## config.mk

```make
export PLATFORM = sky130hd
export DESIGN_NAME = lsbj_audio_rx
export DESIGN_NICKNAME = d
export VERILOG_FILES = /design/src/rtl/lsbj_pkg.sv /design/src/rtl/lsbj_word_edge.sv /design/src/rtl/lsbj_fmt_ctl.sv /design/src/rtl/lsbj_chan.sv /design/src/rtl/lsbj_audio_rx.sv
export SDC_FILE = /design/constraint.sdc
export NUM_CORES = 1
export LEC_CHECK = 0
export ABC_AREA = 1
export BUFFER_PORTS_ARGS = -buffer_cell sky130_fd_sc_hd__buf_2
export CAP_MARGIN = 10
export CORE_ASPECT_RATIO = 1.2
export CORE_MARGIN = 2
export CORE_UTILIZATION = 45
export CTS_BUF_LIST = sky130_fd_sc_hd__clkbuf_8
export DETAILED_ROUTE_END_ITERATION = 12
export PLACE_DENSITY = 0.77
export SYNTH_ARGS = -nofsm -noshare
export SYNTH_HDL_FRONTEND = slang
export SYNTH_SLANG_ARGS = --single-unit
```

## constraint.sdc

```tcl
create_clock -name bclk_i -period 4.5 [get_ports bclk_i]
set_clock_uncertainty 0.1 [all_clocks]
set_input_delay 0.675 -clock bclk_i [delete_from_list [all_inputs] [get_ports bclk_i]]
set_output_delay 0.675 -clock bclk_i [all_outputs]
set_load 0.01 [all_outputs]
```

## src/rtl/lsbj_pkg.sv

```systemverilog
package lsbj_pkg;

   typedef enum logic [1:0] {
      LEN_NONE = 2'd0,
      LEN_16   = 2'd1,
      LEN_24   = 2'd2,
      LEN_32   = 2'd3
   } len_e;

   localparam logic [2:0] FMT_L16 = 3'b000;
   localparam logic [2:0] FMT_L24 = 3'b100;
   localparam logic [2:0] FMT_L32 = 3'b101;

   function automatic len_e fmt_decode(input logic [2:0] code);
      case (code)
         FMT_L16: fmt_decode = LEN_16;
         FMT_L24: fmt_decode = LEN_24;
         FMT_L32: fmt_decode = LEN_32;
         default: fmt_decode = LEN_NONE;
      endcase
   endfunction

endpackage

```

## src/rtl/lsbj_word_edge.sv

```systemverilog
module lsbj_word_edge (
   input  logic clk_i,
   input  logic rst_ni,
   input  logic wclk_i,
   output logic wclk_q_o,
   output logic rise_o
);

   always_ff @(posedge clk_i or negedge rst_ni) begin
      if (!rst_ni) wclk_q_o <= 1'b0;
      else         wclk_q_o <= wclk_i;
   end

   assign rise_o = wclk_i & ~wclk_q_o;

endmodule

```

## src/rtl/lsbj_fmt_ctl.sv

```systemverilog
module lsbj_fmt_ctl
   import lsbj_pkg::*;
#(
   parameter logic [2:0] FMT_DEF = 3'b101
) (
   input  logic       clk_i,
   input  logic       rst_ni,
   input  logic [2:0] fmt_i,
   input  logic       bnd_i,
   output len_e       len_o,
   output logic       err_o
);

   logic [2:0] act_q;

   always_ff @(posedge clk_i or negedge rst_ni) begin
      if (!rst_ni)    act_q <= FMT_DEF;
      else if (bnd_i) act_q <= fmt_i;
   end

   assign len_o = fmt_decode(act_q);
   assign err_o = (len_o == LEN_NONE);


   fmt_hold_chk: assert property (@(posedge clk_i) disable iff (!rst_ni)
      !bnd_i |=> $stable(act_q));

endmodule

```

## src/rtl/lsbj_chan.sv

```systemverilog
module lsbj_chan
   import lsbj_pkg::*;
#(
   parameter int SHIFT_W  = 32,
   parameter int OUT_W    = 32,
   parameter bit SIGN_EXT = 1'b1
) (
   input  logic             clk_i,
   input  logic             rst_ni,
   input  logic             din_i,
   input  logic             cap_i,
   input  len_e             len_i,
   output logic [OUT_W-1:0] smp_o
);

   logic [SHIFT_W-1:0] sh_q;
   logic [OUT_W-1:0]   x16, x24, x32, ext;

   always_ff @(posedge clk_i or negedge rst_ni) begin
      if (!rst_ni) sh_q <= '0;
      else         sh_q <= {sh_q[SHIFT_W-2:0], din_i};
   end

   generate
      if (SIGN_EXT) begin : g_sext
         assign x16 = OUT_W'($signed(sh_q[15:0]));
         assign x24 = OUT_W'($signed(sh_q[23:0]));
         assign x32 = OUT_W'($signed(sh_q[31:0]));


         sext16_chk: assert property (@(posedge clk_i) disable iff (!rst_ni)
            cap_i && (len_i == LEN_16) |=>
               (smp_o[OUT_W-1:15] == '0) || (smp_o[OUT_W-1:15] == '1));

         sext24_chk: assert property (@(posedge clk_i) disable iff (!rst_ni)
            cap_i && (len_i == LEN_24) |=>
               (smp_o[OUT_W-1:23] == '0) || (smp_o[OUT_W-1:23] == '1));
      end else begin : g_zext
         assign x16 = OUT_W'(sh_q[15:0]);
         assign x24 = OUT_W'(sh_q[23:0]);
         assign x32 = OUT_W'(sh_q[31:0]);
      end
   endgenerate

   always_comb begin
      case (len_i)
         LEN_16:  ext = x16;
         LEN_24:  ext = x24;
         LEN_32:  ext = x32;
         default: ext = '0;
      endcase
   end

   always_ff @(posedge clk_i or negedge rst_ni) begin
      if (!rst_ni)    smp_o <= '0;
      else if (cap_i) smp_o <= ext;
   end

endmodule

```

## src/rtl/lsbj_audio_rx.sv

```systemverilog
module lsbj_audio_rx
   import lsbj_pkg::*;
#(
   parameter int         SHIFT_W  = 32,
   parameter int         OUT_W    = 32,
   parameter bit         SIGN_EXT = 1'b1,
   parameter logic [2:0] FMT_DEF  = FMT_L32
) (
   input  logic             bclk_i,
   input  logic             rst_ni,
   input  logic             wclk_i,
   input  logic             dat_l_i,
   input  logic             dat_r_i,
   input  logic [2:0]       fmt_i,
   output logic [OUT_W-1:0] smp_l_o,
   output logic [OUT_W-1:0] smp_r_o,
   output logic             smp_vld_o,
   output logic             fmt_err_o
);

   localparam int N_CH    = 2;
   localparam int MAX_LEN = 32;

   generate
      if (SHIFT_W < MAX_LEN) begin : g_bad_shift
         $error("SHIFT_W must cover the longest sample");
      end
      if (OUT_W < MAX_LEN) begin : g_bad_out
         $error("OUT_W must cover the longest sample");
      end
      if (FMT_DEF != FMT_L16 && FMT_DEF != FMT_L24 && FMT_DEF != FMT_L32) begin : g_bad_def
         $error("FMT_DEF must be a valid format code");
      end
   endgenerate

   logic wclk_q_w, rise_w, cap_w, err_w;
   len_e len_w;
   logic [N_CH-1:0]            din_w;
   logic [N_CH-1:0][OUT_W-1:0] smp_w;

   lsbj_word_edge u_edge (
      .clk_i    (bclk_i),
      .rst_ni   (rst_ni),
      .wclk_i   (wclk_i),
      .wclk_q_o (wclk_q_w),
      .rise_o   (rise_w)
   );

   lsbj_fmt_ctl #(.FMT_DEF(FMT_DEF)) u_fmt (
      .clk_i  (bclk_i),
      .rst_ni (rst_ni),
      .fmt_i  (fmt_i),
      .bnd_i  (rise_w),
      .len_o  (len_w),
      .err_o  (err_w)
   );

   assign cap_w = rise_w & ~err_w;
   assign din_w = {dat_r_i, dat_l_i};

   for (genvar c = 0; c < N_CH; c++) begin : g_ch
      lsbj_chan #(
         .SHIFT_W  (SHIFT_W),
         .OUT_W    (OUT_W),
         .SIGN_EXT (SIGN_EXT)
      ) u_chan (
         .clk_i  (bclk_i),
         .rst_ni (rst_ni),
         .din_i  (din_w[c]),
         .cap_i  (cap_w),
         .len_i  (len_w),
         .smp_o  (smp_w[c])
      );
   end

   assign smp_l_o = smp_w[0];
   assign smp_r_o = smp_w[1];

   always_ff @(posedge bclk_i or negedge rst_ni) begin
      if (!rst_ni) smp_vld_o <= 1'b0;
      else         smp_vld_o <= cap_w;
   end

   assign fmt_err_o = err_w;


   vld_single_chk: assert property (@(posedge bclk_i) disable iff (!rst_ni)
      smp_vld_o |=> !smp_vld_o);

   vld_rise_chk: assert property (@(posedge bclk_i) disable iff (!rst_ni)
      smp_vld_o |-> $past(wclk_i) && !$past(wclk_q_w));

   vld_fmt_chk: assert property (@(posedge bclk_i) disable iff (!rst_ni)
      smp_vld_o |-> !$past(fmt_err_o));

   hold_chk: assert property (@(posedge bclk_i) disable iff (!rst_ni)
      !smp_vld_o |-> $stable(smp_l_o) && $stable(smp_r_o));

endmodule

```

Word level (Yosys, flattened, before mapping)
Cells that the tools add are included.
{ "word_totals": {"output_inout_bits": 66, "input_bits": 8, "word_cells": 21, "ff_bits": 133} }
{ "classes": {"reduce_logical": 2, "n_bitwise": 4, "n_mux": 3, "n_eq_ne": 5} }
{ "ops": {"columns": ["cell", "count"], "rows": [
  ["32-bit one-hot mux with 3 select lines", 2],
  ["3-bit == test (second input constant)", 2],
  ["2-bit one-hot mux with 3 select lines", 1],
  ["2-bit == test (second input constant)", 2],
  ["3-bit zero test", 1],
  ["1-bit bitwise AND", 2],
  ["2-bit by 1-bit == test with 1-bit output (second input constant)", 1],
  ["2-bit zero test", 1],
  ["1-bit inverter", 2]
]} }

Depth between registers and ports, before layout
{ "depth": {"depth_word": 5, "depth_mapped": 8, "depth_no_buf": 6} }

Modules after synthesis
From an unflattened synthesis, not the netlist that was laid out.
{ "hier_totals": {"hier_cells": 408, "hier_area_um2": 4611.9} }
{ "modules_own_cells": {"columns": ["mod", "seq_area_each_um2", "area_each_um2", "cells_per_inst", "instances"], "rows": [
  ["lsbj_chan", 1601.5, 2200.9, 192, 2],
  ["lsbj_fmt_ctl", 77.6, 140.1, 18, 1],
  ["lsbj_audio_rx", 25.0, 35.0, 3, 1],
  ["lsbj_word_edge", 25.0, 35.0, 3, 1]
]} }

Worst setup path after synthesis
No wires, ideal clock.
{ "synth_path": {"kind": "register to output", "start": "register u_fmt.act_q[2]", "end": "output fmt_err_o", "path_stages_with_launch": 6, "arrival_ps": 940, "path_slack_ps": 2785, "path_buffers": 1, "required_ps": 3725, "path_cell_list": "dfstp_2 buf_2 inv_2 nand2_2 nand2_1 inv_1"} }
{ "synth_via": {"elab_chain_len": 3, "word_cells_on_any_way": 5, "cone_classes": "eq/ne: 2; mux: 1; reduce/logical: 2"} }
{ "synth_lines": {"columns": ["item", "line", "rtl"], "rows": [
  ["start, declared", "lsbj_fmt_ctl.sv:14", "logic [2:0] act_q;"],
  ["start signal, assigned", "lsbj_fmt_ctl.sv:18", "else if (bnd_i) act_q <= fmt_i;"],
  ["3-bit == test or 3-bit zero test (tied branches)", "lsbj_pkg.sv:15", "case (code)"],
  ["2-bit one-hot mux with 3 select lines (*)", "lsbj_pkg.sv:15", null],
  ["2-bit zero test (*)", "lsbj_fmt_ctl.sv:22", "assign err_o = (len_o == LEN_NONE);"],
  ["end, declared", "lsbj_audio_rx.sv:18", "output logic fmt_err_o"]
]} }
Mark *: on every way between the ends. The rest lies on a longest branch, timed or not.

Worst setup path in the final report
Ends and elaborated chain as after synthesis.

==> out/qor.yml <==
power_density_mw_per_mm2: 571
finalWirelength_mm: 8.80
clockBufferDepth: 2
ys_top_cells_by_count: "nand2_1, dfrtp_1, nand3_1"
routabilityCongestion: 0.786
worstHoldPathType: "input pin to async pin"
synth_top_area_frac: 0.707
drv_slew: 0
diodes: 0
ys_ff_latch: 133
crit_fanout: 36
grt_overflow: 0
yosysTopAreaCell: "dfrtp_1"
cp.required_ps: 3720
hpwl_mm: 5.46
antenna_found_initial: 0
grtUsageMet3: 0.0681
fillers: 901
start_kind: "register"
die_area_mm2: 0.0111
synth_cells: 436
path_class: "register to output pin"
fp.coreArea_mm2: 0.0100
firstDrtPassIters: 6
final_area_mm2: 0.00544
vias: 3139
busiest_layer: "met2"
ys_async_sr_fraction: 1.00
clock_sinks: 133
tightest_slew_ps: 1120
synth_area_mm2: 0.00464
synth_xor_area_frac: 0
syn_nets: 444
synth_ff_type: "dfrtp_1"
status: "finished, final reports clean"
fmaxAchievable_mhz: 370
synth_top_family_by_area: "simple AND/OR/NAND/NOR gates"
place_area_mm2: 0.00504
routedWlPerCell_um: 13.6
drt-initial-drc-count: 222
use_met2: 0.280
end_kind: "output pin"
max_slew_margin: 0.249
ir_drop_uv: 304
layout.nets: 514
cts_resized: 0
io_pins: 74
cap_violations: 0
synthToLayoutAreaGrowth_pct: 17.4
synth-compound-area-share: 0.00405
finalSetupViolations: 0
grt_pass1_wl_mm: 15.4
drive_gt1_frac: 0.216
fin_crit_sh: 0.600
met1_usage: 0.220
detail-route-antenna-nets: 0
syn_area_per_cell_um2: 10.6
ys.warnings.count: 0
start_util: 0.463
hold_viol: 0
die_w_um: 96.7
rows: 40
netlist_top_cells_area: "dfrtp_1, nand2_1, nand3_1"
clock_latency_ps: 430
grt_start_max_net_pins: 105
synth_edf_count: 0
grt_setup_unrepaired: "false"
post_cts.repair.setup_buffers: 0
htree_levels: 4
grt.total_usage: 0.175
r2r_start: "u_fmt.act_q[2]$_DFFE_PN1P_"
synth_fa_ha_area_frac: 0
synthSimpleGateAreaFrac: 0.241
cp.arrival_ps: 1930
fin_crit_ps: 2700
ys_types: 16
post-route-util: 0.544
synth_most_common_cell: "nand2_1"
fin_setup_tns_ps: 0
first_global_vias: 3219
cts_buffers: 17
cp-startpoint: "u_fmt.act_q[2]$_DFFE_PN1P_"
p_leak_nw: 3.00
cts_root_buffer: "clkbuf_8"
io_buffers: 73
synth_mux_area_frac: 0
ys_seq_area_frac: 0.718
drcViolationCount: 0
die_h_um: 115
cts_tree: "built"
cts_hold_buf: 0
vias_per_cell: 4.87
clkTransAtPathRegs_ps: 70
==> cell usage in the layout, fill, tap and decap left out, types with 2 or more instances in the layout <==
cell | Yosys | layout
clkinvlp_4 | 0 | 2
dfstp_2 | 2 | 2
buf_2 | 10 | 72
nand2_1 | 215 | 215
nand3_1 | 36 | 36
nand2_2 | 2 | 2
dfrtp_1 | 131 | 131
nand4_1 | 16 | 16
clkbuf_8 | 0 | 19
inv_2 | 3 | 3
buf_4 | 1 | 2
o21ai_0 | 2 | 2
inv_1 | 2 | 7
clkinv_2 | 0 | 2
bufinv_16 | 0 | 3
==> registers in the layout, summed over array words and instances (netlist names) <==
name / cells
g_ch.u_chan.smp_o: 64
g_ch.u_chan.sh_q: 64
u_fmt.act_q: 3
smp_vld_o: 1
u_edge.wclk_q_o: 1
==> power by group <==
part           internal, mW  leakage (nW)  switching (mW)
sequential             1.41          1.63           0.134
clock                 0.566         0.218           0.430
combinational         0.226          1.15           0.343
==> path summary, 6_finish.rpt <==
path	to	slack (ps)	cells after the start
max	fmt_err_o	1800	4
min	g_ch[0].u_chan.sh_q[6]$_DFF_PN0_	230	1
max reg2reg	g_ch[1].u_chan.smp_o[0]$_DFFE_PN0P_	1800	5
min reg2reg	g_ch[0].u_chan.sh_q[20]$_DFF_PN0_	270	0
max in group asynchronous	u_fmt.act_q[2]$_DFFE_PN1P_	3060	2
min in group bclk_i	g_ch[0].u_chan.sh_q[0]$_DFF_PN0_	250	1
==> layer usage <==
metal / part of all wire / vias to the layer above
li1: - / 1523
met1: 0.44 / 1531
met2: 0.50 / 74
met3: 0.056 / 11
met4: 0.011 / 0
met5: 0 / -
==> cell families (layout without fill, tap and decap cells) <==
group           after synthesis  after routing
simple gates                271            271
flops                       133            133
buf+inv                      29            112
compound gates                3              3
==> critical path: stages (launching register included) <==
cell     delay [ps]
dfstp_2         920
nand2_1         230
nand2_1         170
inv_1            50
buf_2           130
==> through the flow <==
stage	setup WS, ps	instances	hold slack (ps)	total power [mW]
after global routing	1550	645	216	3.30
after detailed placement	1800	613	261	2.14
after CTS	1770	645	214	3.15
final	1800	645	231	3.11
after global placement	1900	613	259	2.13
after floorplan	2790	436	254	1.87
==> cell type report <==
cell class,count,area [um^2],share of cell area
inverter,5,18.8,0.00345
tap,126,158,0.0290
clock inverter,13,143,0.0262
clock buffer,19,262,0.0481
timing repair buffer,75,387,0.0711
multi-input combinational,274,1140,0.210
sequential,133,3330,0.612
Power figures use the tool's default switching activity.
